`src/rtl/fdc_emu_pkg.sv`:
```
package fdc_emu_pkg;

    typedef enum logic [1:0] {
        PH_CMD    = 2'd0,
        PH_LOOKUP = 2'd1,
        PH_EXEC   = 2'd2,
        PH_RESULT = 2'd3
    } phase_e;

    localparam logic [4:0] OP_SPECIFY  = 5'h03;
    localparam logic [4:0] OP_WRITE    = 5'h05;
    localparam logic [4:0] OP_READ     = 5'h06;
    localparam logic [4:0] OP_RECAL    = 5'h07;
    localparam logic [4:0] OP_SENSE    = 5'h08;
    localparam logic [4:0] OP_READ_ID  = 5'h0A;
    localparam logic [4:0] OP_SEEK     = 5'h0F;

    localparam logic [7:0] ST_CMD      = 8'h80;
    localparam logic [7:0] ST_RESULT   = 8'hD0;
    localparam logic [7:0] ST_BUSY     = 8'h00;
    localparam logic [7:0] ST_EXEC_RD  = 8'h50;
    localparam logic [7:0] ST_EXEC_WR  = 8'h10;
    localparam logic [7:0] ST_EXEC_RDY = 8'hA0;
    localparam logic [7:0] SNS_PENDING = 8'h80;
    localparam logic [7:0] SNS_DONE    = 8'h20;

    localparam int SEEK_CYL_BYTE = 2;
    localparam int REC_BYTE      = 4;
    localparam int RESULT_LAST   = 6;

    typedef struct packed {
        logic [7:0] cyl;
        logic [7:0] head;
        logic [7:0] rec;
        logic [7:0] size;
        logic [7:0] st1;
        logic [7:0] st2;
    } sector_id_t;

    function automatic logic [3:0] cmd_length(input logic [4:0] op);
        logic [3:0] len;
        case (op)
            OP_SPECIFY: len = 4'd3;
            OP_RECAL:   len = 4'd2;
            OP_SEEK:    len = 4'd3;
            OP_SENSE:   len = 4'd1;
            OP_READ:    len = 4'd9;
            OP_WRITE:   len = 4'd9;
            OP_READ_ID: len = 4'd2;
            default:    len = 4'd0;
        endcase
        return len;
    endfunction

endpackage

```
`src/rtl/fdc_bus_port.sv`:
```
module fdc_bus_port #(
    parameter logic [7:0] BASE_HI = 8'hFB
) (
    input  logic        clk,
    input  logic        rst_n,
    input  logic        iorq_n,
    input  logic        wr,
    input  logic [15:0] addr,
    input  logic [7:0]  rd_byte,
    output logic        acc_rd,
    output logic        acc_wr,
    output logic        acc_data,
    output logic [7:0]  rdata,
    output logic        rdata_oe
);

    logic iorq_q;
    logic hit;
    logic start;

    assign hit      = (addr[15:8] == BASE_HI) && (!addr[10] || !addr[8]);
    assign start    = iorq_q && !iorq_n && hit;
    assign acc_rd   = start && !wr;
    assign acc_wr   = start && wr;
    assign acc_data = addr[0];

    always_ff @(posedge clk or negedge rst_n) begin
        if (!rst_n) begin
            iorq_q   <= 1'b1;
            rdata    <= 8'h00;
            rdata_oe <= 1'b0;
        end else begin
            iorq_q <= iorq_n;
            if (acc_rd) begin
                rdata    <= rd_byte;
                rdata_oe <= 1'b1;
            end else if (iorq_n) begin
                rdata_oe <= 1'b0;
            end
        end
    end

    assert_oe_release_R12: assert property (@(posedge clk) disable iff (!rst_n)
        (rdata_oe && iorq_n) |=> !rdata_oe);

    assert_oe_hold_R12: assert property (@(posedge clk) disable iff (!rst_n)
        (rdata_oe && !iorq_n) |=> (rdata_oe && $stable(rdata)));

endmodule

```
`src/rtl/fdc_seek_link.sv`:
```
module fdc_seek_link (
    input  logic       clk,
    input  logic       rst_n,
    input  logic       post,
    input  logic [7:0] new_cyl,
    input  logic       done_in,
    input  logic       clear,
    output logic       pending,
    output logic [7:0] cur_cyl,
    output logic [7:0] prev_cyl
);

    logic posted;
    logic complete;

    assign pending = posted && !complete;

    always_ff @(posedge clk or negedge rst_n) begin
        if (!rst_n) begin
            posted   <= 1'b0;
            complete <= 1'b0;
            cur_cyl  <= 8'h00;
            prev_cyl <= 8'h00;
        end else begin
            if (post) begin
                posted   <= 1'b1;
                complete <= 1'b0;
                prev_cyl <= cur_cyl;
                cur_cyl  <= new_cyl;
            end else if (clear) begin
                posted   <= 1'b0;
                complete <= 1'b0;
            end else if (done_in && posted) begin
                complete <= 1'b1;
            end
        end
    end

    assert_post_tracks_R5: assert property (@(posedge clk) disable iff (!rst_n)
        post |=> (pending && prev_cyl == $past(cur_cyl) && cur_cyl == $past(new_cyl)));

    assert_clear_drops_R6: assert property (@(posedge clk) disable iff (!rst_n)
        (clear && !post) |=> !pending);

endmodule

```
`src/rtl/fdc_id_finder.sv`:
```
module fdc_id_finder
    import fdc_emu_pkg::*;
#(
    parameter int MAX_SECT = 32,
    parameter int IDX_W    = $clog2(MAX_SECT)
) (
    input  logic             clk,
    input  logic             rst_n,
    input  logic             start,
    input  logic             first_only,
    input  logic [7:0]       target,
    input  logic [IDX_W:0]   sid_count,
    output logic [IDX_W-1:0] sid_idx,
    input  sector_id_t       sid_entry,
    output logic             done,
    output sector_id_t       found
);

    logic             busy;
    logic             only_q;
    logic [7:0]       tgt_q;
    logic [IDX_W-1:0] idx;
    logic [IDX_W:0]   nxt;
    logic             last;
    logic             match;

    assign sid_idx = idx;
    assign nxt     = {1'b0, idx} + (IDX_W+1)'(1);
    assign last    = (nxt >= sid_count) || (idx == IDX_W'(MAX_SECT - 1));
    assign match   = only_q || (sid_entry.rec == tgt_q);

    always_ff @(posedge clk or negedge rst_n) begin
        if (!rst_n) begin
            busy   <= 1'b0;
            only_q <= 1'b0;
            tgt_q  <= 8'h00;
            idx    <= '0;
            done   <= 1'b0;
            found  <= '0;
        end else begin
            done <= 1'b0;
            if (start) begin
                busy   <= 1'b1;
                only_q <= first_only;
                tgt_q  <= target;
                idx    <= '0;
            end else if (busy) begin
                if (match || last) begin
                    found <= sid_entry;
                    done  <= 1'b1;
                    busy  <= 1'b0;
                end else begin
                    idx <= idx + IDX_W'(1);
                end
            end
        end
    end

    assert_scan_in_range_R7: assert property (@(posedge clk) disable iff (!rst_n)
        busy |-> (sid_count == '0 || {1'b0, idx} < sid_count));

    assert_done_after_busy_R7: assert property (@(posedge clk) disable iff (!rst_n)
        done |-> !busy);

endmodule

```
`src/rtl/fdc_regs_emu.sv`:
```
module fdc_regs_emu
    import fdc_emu_pkg::*;
#(
    parameter logic [7:0] BASE_HI     = 8'hFB,
    parameter int         MAX_SECT    = 32,
    parameter int         DELAY_READS = 1,
    parameter int         IDX_W       = $clog2(MAX_SECT)
) (
    input  logic             clk,
    input  logic             rst_n,
    input  logic             iorq_n,
    input  logic             wr,
    input  logic [15:0]      addr,
    input  logic [7:0]       wdata,
    output logic [7:0]       rdata,
    output logic             rdata_oe,
    output logic             seek_req,
    output logic [7:0]       seek_cyl,
    input  logic             seek_done,
    output logic [7:0]       prev_cyl,
    input  logic [IDX_W:0]   sid_count,
    output logic [IDX_W-1:0] sid_idx,
    input  logic [47:0]      sid_entry,
    input  logic [7:0]       xfer_byte,
    output logic             xfer_take
);

    localparam int DLY_W = $clog2(DELAY_READS + 1);

    phase_e       phase;
    logic [4:0]   op_q;
    logic [3:0]   cmd_idx;
    logic [7:0]   rec_arg;
    logic [2:0]   res_idx;
    logic [15:0]  xfer_left;
    logic [DLY_W-1:0] delay_cnt;

    logic         acc_rd, acc_wr, acc_data;
    logic [7:0]   rd_byte;
    logic [4:0]   op_now;
    logic [3:0]   len_now;
    logic         final_byte;
    logic         cmd_wr, cmd_done;
    logic         seek_post;
    logic [7:0]   post_cyl;
    logic         find_start, find_done;
    sector_id_t   found;
    logic         res_rd;
    logic         sense_clear;
    logic         pending;
    logic [7:0]   cur_cyl;
    logic         seven_byte;

    fdc_bus_port #(.BASE_HI(BASE_HI)) u_port (
        .clk(clk), .rst_n(rst_n), .iorq_n(iorq_n), .wr(wr), .addr(addr),
        .rd_byte(rd_byte), .acc_rd(acc_rd), .acc_wr(acc_wr), .acc_data(acc_data),
        .rdata(rdata), .rdata_oe(rdata_oe)
    );

    fdc_seek_link u_seek (
        .clk(clk), .rst_n(rst_n), .post(seek_post), .new_cyl(post_cyl),
        .done_in(seek_done), .clear(sense_clear), .pending(pending),
        .cur_cyl(cur_cyl), .prev_cyl(prev_cyl)
    );

    fdc_id_finder #(.MAX_SECT(MAX_SECT), .IDX_W(IDX_W)) u_find (
        .clk(clk), .rst_n(rst_n), .start(find_start),
        .first_only(op_now == OP_READ_ID), .target(rec_arg),
        .sid_count(sid_count), .sid_idx(sid_idx), .sid_entry(sector_id_t'(sid_entry)),
        .done(find_done), .found(found)
    );

    assign seek_req = pending;
    assign seek_cyl = cur_cyl;

    // Command decoding
    assign op_now     = (cmd_idx == 4'd0) ? wdata[4:0] : op_q;
    assign len_now    = cmd_length(op_now);
    assign final_byte = (len_now != 4'd0) && (cmd_idx + 4'd1 == len_now);
    assign cmd_wr     = acc_wr && acc_data && (phase == PH_CMD);
    assign cmd_done   = cmd_wr && final_byte;
    assign seek_post  = cmd_done && (op_now == OP_SEEK || op_now == OP_RECAL);
    assign post_cyl   = (op_now == OP_SEEK) ? wdata : 8'h00;
    assign find_start = cmd_done &&
                        (op_now == OP_READ || op_now == OP_WRITE || op_now == OP_READ_ID);
    assign seven_byte = (op_q == OP_READ || op_q == OP_WRITE || op_q == OP_READ_ID);
    assign res_rd     = acc_rd && acc_data && (phase == PH_RESULT);
    assign sense_clear = res_rd && (op_q == OP_SENSE) && (res_idx == 3'd0) && !pending;

    function automatic logic [7:0] result_byte(input sector_id_t e, input logic [2:0] i);
        logic [7:0] b;
        case (i)
            3'd0:    b = 8'h00;
            3'd1:    b = e.st1;
            3'd2:    b = e.st2;
            3'd3:    b = e.cyl;
            3'd4:    b = e.head;
            3'd5:    b = e.rec;
            default: b = e.size;
        endcase
        return b;
    endfunction

    // Output process: byte presented to the bus port
    always_comb begin
        rd_byte = 8'h00;
        if (!acc_data) begin
            unique case (phase)
                PH_CMD:    rd_byte = ST_CMD;
                PH_LOOKUP: rd_byte = ST_BUSY;
                PH_RESULT: rd_byte = ST_RESULT;
                PH_EXEC:   rd_byte = ((op_q == OP_WRITE) ? ST_EXEC_WR : ST_EXEC_RD) |
                                     ((delay_cnt == '0) ? ST_EXEC_RDY : 8'h00);
            endcase
        end else begin
            unique case (phase)
                PH_CMD:    rd_byte = 8'h00;
                PH_LOOKUP: rd_byte = 8'h00;
                PH_EXEC:   rd_byte = (op_q == OP_READ) ? xfer_byte : 8'h00;
                PH_RESULT: begin
                    if (op_q == OP_SENSE)
                        rd_byte = (res_idx == 3'd0) ? (pending ? SNS_PENDING : SNS_DONE)
                                                    : cur_cyl;
                    else
                        rd_byte = result_byte(found, res_idx);
                end
            endcase
        end
    end

    // State register process
    always_ff @(posedge clk or negedge rst_n) begin
        if (!rst_n) begin
            phase     <= PH_CMD;
            op_q      <= 5'h00;
            cmd_idx   <= 4'd0;
            rec_arg   <= 8'h00;
            res_idx   <= 3'd0;
            xfer_left <= 16'h0000;
            delay_cnt <= '0;
            xfer_take <= 1'b0;
        end else begin
            xfer_take <= 1'b0;
            unique case (phase)
                PH_CMD: begin
                    if (cmd_wr && len_now != 4'd0) begin
                        if (cmd_idx == 4'd0) op_q <= wdata[4:0];
                        if (cmd_idx == 4'(REC_BYTE)) rec_arg <= wdata;
                        if (final_byte) begin
                            cmd_idx <= 4'd0;
                            if (op_now == OP_SENSE) begin        // CMD_TO_RESULT
                                phase   <= PH_RESULT;
                                res_idx <= 3'd0;
                            end else if (find_start) begin       // CMD_TO_LOOKUP
                                phase <= PH_LOOKUP;
                            end
                        end else begin
                            cmd_idx <= cmd_idx + 4'd1;
                        end
                    end
                end
                PH_LOOKUP: begin
                    if (find_done) begin
                        res_idx <= 3'd0;
                        if (op_q == OP_READ_ID) begin            // LOOKUP_TO_RESULT
                            phase <= PH_RESULT;
                        end else begin                           // LOOKUP_TO_EXEC
                            phase     <= PH_EXEC;
                            xfer_left <= {found.size, 8'h00};
                            delay_cnt <= DLY_W'(DELAY_READS);
                        end
                    end
                end
                PH_EXEC: begin
                    if (acc_rd && !acc_data) begin
                        if (delay_cnt != '0) delay_cnt <= delay_cnt - DLY_W'(1);
                    end else if ((acc_rd && acc_data && op_q == OP_READ) ||
                                 (acc_wr && acc_data && op_q == OP_WRITE)) begin
                        xfer_take <= 1'b1;
                        xfer_left <= xfer_left - 16'd1;
                        if (xfer_left <= 16'd1) begin            // EXEC_TO_RESULT
                            phase   <= PH_RESULT;
                            res_idx <= 3'd0;
                        end
                    end else if (acc_rd && acc_data) begin       // EXEC_ABORT
                        phase <= PH_CMD;
                    end
                end
                PH_RESULT: begin
                    if (res_rd) begin
                        if (op_q == OP_SENSE) begin
                            if (res_idx == 3'd0 && !pending) res_idx <= 3'd1;
                            else phase <= PH_CMD;                // RESULT_TO_CMD
                        end else if (seven_byte) begin
                            if (res_idx == 3'(RESULT_LAST)) phase <= PH_CMD;
                            else res_idx <= res_idx + 3'd1;
                        end else begin
                            phase <= PH_CMD;
                        end
                    end
                end
            endcase
        end
    end

    assert_cmd_wrap_R2: assert property (@(posedge clk) disable iff (!rst_n)
        cmd_done |=> (cmd_idx == 4'd0));

    assert_lookup_quiet_R3: assert property (@(posedge clk) disable iff (!rst_n)
        (phase == PH_LOOKUP && acc_rd && !acc_data) |=> (rdata == ST_BUSY));

    assert_first_exec_plain_R4: assert property (@(posedge clk) disable iff (!rst_n)
        (phase == PH_EXEC && delay_cnt != '0 && acc_rd && !acc_data) |=> ((rdata & ST_EXEC_RDY) == 8'h00));

    assert_exec_op_R8: assert property (@(posedge clk) disable iff (!rst_n)
        (phase == PH_EXEC) |-> (op_q == OP_READ || op_q == OP_WRITE));

    assert_result_exit_R9: assert property (@(posedge clk) disable iff (!rst_n)
        (res_rd && seven_byte && res_idx == 3'(RESULT_LAST)) |=> (phase == PH_CMD));

    assert_write_abort_R11: assert property (@(posedge clk) disable iff (!rst_n)
        (phase == PH_EXEC && op_q == OP_WRITE && acc_rd && acc_data) |=> (phase == PH_CMD));

endmodule

```
`config.mk`:
```
export PLATFORM = sky130hd
export DESIGN_NAME = fdc_regs_emu
export DESIGN_NICKNAME = d
export VERILOG_FILES = /design/src/rtl/fdc_emu_pkg.sv /design/src/rtl/fdc_bus_port.sv /design/src/rtl/fdc_seek_link.sv /design/src/rtl/fdc_id_finder.sv /design/src/rtl/fdc_regs_emu.sv
export SDC_FILE = /design/constraint.sdc
export NUM_CORES = 1
export LEC_CHECK = 0
export ABC_AREA = 1
export ABC_CLOCK_PERIOD_IN_PS = 3360
export BUFFER_PORTS_ARGS = -buffer_cell sky130_fd_sc_hd__buf_2
export CAP_MARGIN = 0
export CELL_PAD_IN_SITES_DETAIL_PLACEMENT = 0
export CELL_PAD_IN_SITES_GLOBAL_PLACEMENT = 1
export CORE_ASPECT_RATIO = 1.25
export CORE_MARGIN = 2
export CORE_UTILIZATION = 41
export CTS_CLUSTER_SIZE = 10
export DETAILED_ROUTE_END_ITERATION = 8
export HOLD_SLACK_MARGIN = 0.12
export PLACE_DENSITY_LB_ADDON = 0.3
export SYNTH_ARGS = -nofsm -noshare
export SYNTH_HDL_FRONTEND = slang
export SYNTH_SLANG_ARGS = --single-unit
```
`constraint.sdc`:
```
create_clock -name clk -period 3.36 [get_ports clk]
set_clock_uncertainty 0.1 [all_clocks]
set_input_delay 0.336 -clock clk [delete_from_list [all_inputs] [get_ports clk]]
set_output_delay 0.336 -clock clk [all_outputs]
set_load 0.1 [all_outputs]
```
==> flow_summary.rst <==
.. list-table::
   :header-rows: 1

   * - Metric
     - Value
   * - Drt via density
     - 4.89
   * - Slew margin rel.
     - 49.2%
   * - Port Buffers
     - 115
   * - Highest metal used
     - met4
   * - M1 wire length
     - 9.00 mm
   * - Most area-consuming cells after synthesis
     - dfrtp_1 (46%), nand2_1 (19%), inv_1 (5.8%), o21ai_0 (4.2%), nor2_1 (3.7%)
   * - Startpoint kind of the worst setup timing path
     - flip-flop
   * - Net count after synthesis
     - 1052
   * - Max VDD drop
     - 0.569 mV
   * - Total number of yosys warnings
     - 0
   * - Placed cell count
     - 1266
   * - GRT Residual Overflow
     - 0
   * - CTS tree
     - yes
   * - Number of synthesized register bits
     - 132
   * - Pleak
     - 4.82 nW
   * - Critical Path AT
     - 3.15 ns
   * - Number of buffers added by the clock tree synthesis step
     - 17
   * - HP Class
     - in2reg
   * - Share of the yosys chip area belonging to registers
     - 46.8%
   * - Number of search-and-repair iterations in the first detailed-routing pass
     - 5
   * - Final non-filler cell area
     - 0.00906 mm^2
   * - NumNets Final
     - 1233
   * - Number of remaining DRC errors
     - 0
   * - Worst Path Buf+Inv
     - 2
   * - Achievable clock frequency
     - 338 MHz
   * - Number of distinct library cell variants in the gate-level netlist after synthesis
     - 42
   * - Critical path, cell by cell
     - ha_1, nand2_1, nor2_1, ha_1, ha_1, nand2_1, inv_1, o211ai_1, o2111ai_1, nor2_1, a21oi_1, nand2_2, buf_4, o21ai_0
   * - Average cell area after synthesis
     - 7.49 um^2
   * - Clock tree sinks
     - 132
   * - Post-synthesis instance area
     - 0.00707 mm^2
   * - Worst stage delay on the critical path
     - 0.45 ns
   * - Maximum number of pins on one net before global-route repair
     - 76
   * - H-Tree Depth
     - 4
   * - Worst Path Max Fanout
     - 50
   * - GRT Total Usage
     - 22.6%
   * - Actual transition at the worst max-transition pin
     - 0.760 ns
   * - Filler Cell Count
     - 1672
   * - Number of antenna diodes
     - 0
   * - Required time of the critical path
     - 3.54 ns
   * - Cell Pwr Density
     - 518 mW/mm^2
   * - Final Non-Filler Cells
     - 1356
   * - Starting Density
     - 42.0%
   * - Number of global-route vias before repair
     - 6553
   * - Antenna Nets Post-Route
     - 0
   * - Clock edge transition at the registers on the reported setup and hold paths
     - 0.06 ns
   * - Clock Tree Buf Depth
     - 2
   * - Most used flip-flop cell after synthesis
     - dfrtp_1
   * - Average routed wire per standard cell
     - 14.7 um
   * - Worst setup path category
     - reg2reg
   * - Pre-CTS setup slack
     - 0.224 ns
   * - Max-cap violations
     - 0
   * - Critical Path Sink Type
     - flip-flop
   * - First-pass GRT wire length
     - 32.0 mm
   * - Syn-to-layout area delta
     - 28.2%
   * - Placeable core area
     - 0.0168 mm^2
   * - Number of flops mapped to enable cells by yosys
     - 0
   * - Master of the slowest instance on the critical path
     - dfrtp_1
   * - Clock insertion delay at the later pin of the skew report
     - 0.43 ns
   * - Number of failing setup endpoints in the final timing report
     - 0
   * - Half-perimeter wire length after detailed placement
     - 14.1 mm
   * - Weighted congestion reported at the end of routability-driven placement
     - 0.843
   * - Clock Tree Root
     - clkbuf_16
   * - Area share of the largest cell type after synthesis
     - 46.4%
   * - Cell family with the largest share of critical-path delay
     - adder cells
   * - Cell mode on critical path
     - ha_1
   * - Post-route clock period utilization
     - 88.2%
   * - Top Ports
     - 123
   * - Yosys top cell by area
     - dfrtp_1
   * - Top cells by count, synth
     - nand2_1 (356), dfrtp_1 (131), inv_1 (110)
   * - Setup_tns
     - 0 ns
   * - Count of buffers added by post-CTS timing repair for setup
     - 0
   * - Total count of hold-check failures in the final report
     - 0
   * - WL met2
     - 9.78 mm
   * - Post-placement cell area
     - 0.00788 mm^2
   * - Met3 Routed Length
     - 801 um
   * - Result of the run
     - finished clean
   * - Total number of placement rows
     - 53
   * - Vias
     - 6634
   * - Total die area
     - 0.0183 mm^2
   * - Initial antenna violation count
     - 0
   * - Share of cells above drive strength 1
     - 15.2%
   * - Least setup slack across all paths after layout
     - 0.398 ns
   * - Max Slew Vio Count
     - 0
   * - Final-layout worst hold slack
     - 0.129 ns
   * - Die span in x
     - 121 um
   * - Most numerous cell in the Yosys netlist
     - nand2_1
   * - Setup repair after global routing missed its margin
     - false
   * - Wire length after detailed routing
     - 19.9 mm
   * - Chip height
     - 151 um
   * - Async SR Flop Fraction
     - 100%
   * - Min cycle time layout
     - 2.96 ns
   * - Syn Inst Count
     - 944
   * - Detailed router's first-iteration violation count
     - 419
power breakdown:
part / leakage, nW / switching (mW) / internal, mW
logic: 2.86 / 0.516 / 0.309
registers: 1.68 / 0.195 / 1.86
clock network: 0.278 / 0.709 / 1.10
total: 4.82 / 1.42 / 3.28
registers in the layout, indices dropped and copies added (netlist names):
register and count:
u_seek.posted 1, u_find.busy 1, u_find.done 1, phase 2
u_port.rdata_oe 1, rec_arg 8, u_port.iorq_q 1, xfer_take 1
res_idx 3, u_port.rdata 8, delay_cnt 1, u_find.only_q 1
u_seek.prev_cyl 8, u_find.found 48, cmd_idx 4, xfer_left 16
u_find.sid_idx 5, op_q 5, u_seek.complete 1, u_seek.cur_cyl 8
u_find.tgt_q 8
per-stage QoR:
stage | power [mW] | util [%]
global route | 4.95 | 53.8
global placement | 2.84 | 46.8
finish | 4.70 | 53.8
CTS | 4.73 | 53.8
floorplan | 2.61 | -
detailed placement | 2.85 | 46.8
area by class of cell:
class                   instances  area [um^2]  share of cell area (%)
multi-input cells             678         3220                    35.6
clock buffers                  18          439                    4.85
inverters                     112          423                    4.67
repair buffers                184         1260                    13.9
flip-flops and latches        132         3300                    36.5
well taps                     220          275                    3.04
clock inverters                12          134                    1.48
per-layer routing:
metal	vias to the layer above	global-route usage (%)
met4	0	6.72
met5	-	0
li1	3381	-
met1	3067	28.9
met2	162	39.1
met3	24	3.84
worst paths after layout:
check | from | end | slack [ns] | depth (start not counted)
max reg2reg | u_find.sid_idx[0]$_DFFE_PN0P_ | u_find.found[26]$_DFFE_PN0P_ | 0.40 | 14
max in group asynchronous | rst_n | u_port.iorq_q$_DFF_PN1_ | 1.91 | 3
min | xfer_byte[2] | u_port.rdata[2]$_DFFE_PN0P_ | 0.13 | 3
min in group asynchronous | rst_n | u_find.found[7]$_DFFE_PN0P_ | 0.41 | 2
min reg2reg | u_port.rdata[0]$_DFFE_PN0P_ | u_port.rdata[0]$_DFFE_PN0P_ | 0.38 | 2
max | u_find.sid_idx[0]$_DFFE_PN0P_ | u_find.found[26]$_DFFE_PN0P_ | 0.40 | 14
logic make-up after synthesis:
family                   synth area share (%)
AND/OR/NAND/NOR                          30.6
buffers and inverters                    7.72
flip-flops                               46.8
AO/OA/AOI/OAI                            10.4
adder cells (fa/ha/maj)                  3.01
XOR/XNOR                                 1.36
multiplexers                            0.142
worst reg2reg max path: stages (launching register included):
cell	delay (ns)
dfrtp_1	0.45
ha_1	0.25
nand2_1	0.08
nor2_1	0.04
ha_1	0.29
ha_1	0.27
nand2_1	0.08
inv_1	0.05
o211ai_1	0.08
o2111ai_1	0.14
nor2_1	0.16
a21oi_1	0.11
nand2_2	0.11
buf_4	0.44
o21ai_0	0.15
layout by cell type (no fill, tap or decap), drive strengths merged, types with 2 or more instances in the layout:
cell type,netlist,final
xor2,7,7
o211ai,12,12
nand2,363,363
clkinvlp,0,2
nand3,44,44
dfrtp,131,131
buf,14,124
a221oi,7,7
clkbuf,8,18
nor3,14,14
a21oi,31,31
nor4,3,3
a22oi,2,2
or2,3,3
xnor2,4,4
clkinv,1,8
and3,3,3
o22ai,6,6
inv,111,112
o2111ai,2,2
nand4,18,18
o21a,2,2
dlygate4sd3,0,60
ha,17,17
o21ai,60,60
nor2,72,72
bufinv,0,2
what timing repair did:
item | in CTS | in global routing
endpoints found under the hold margin | 137 | 0
endpoints found under the setup margin | 0 | 32
hold buffers | 60 | 0
resized for setup | 0 | 3
No activity file was read; power rests on OpenSTA's default activity.
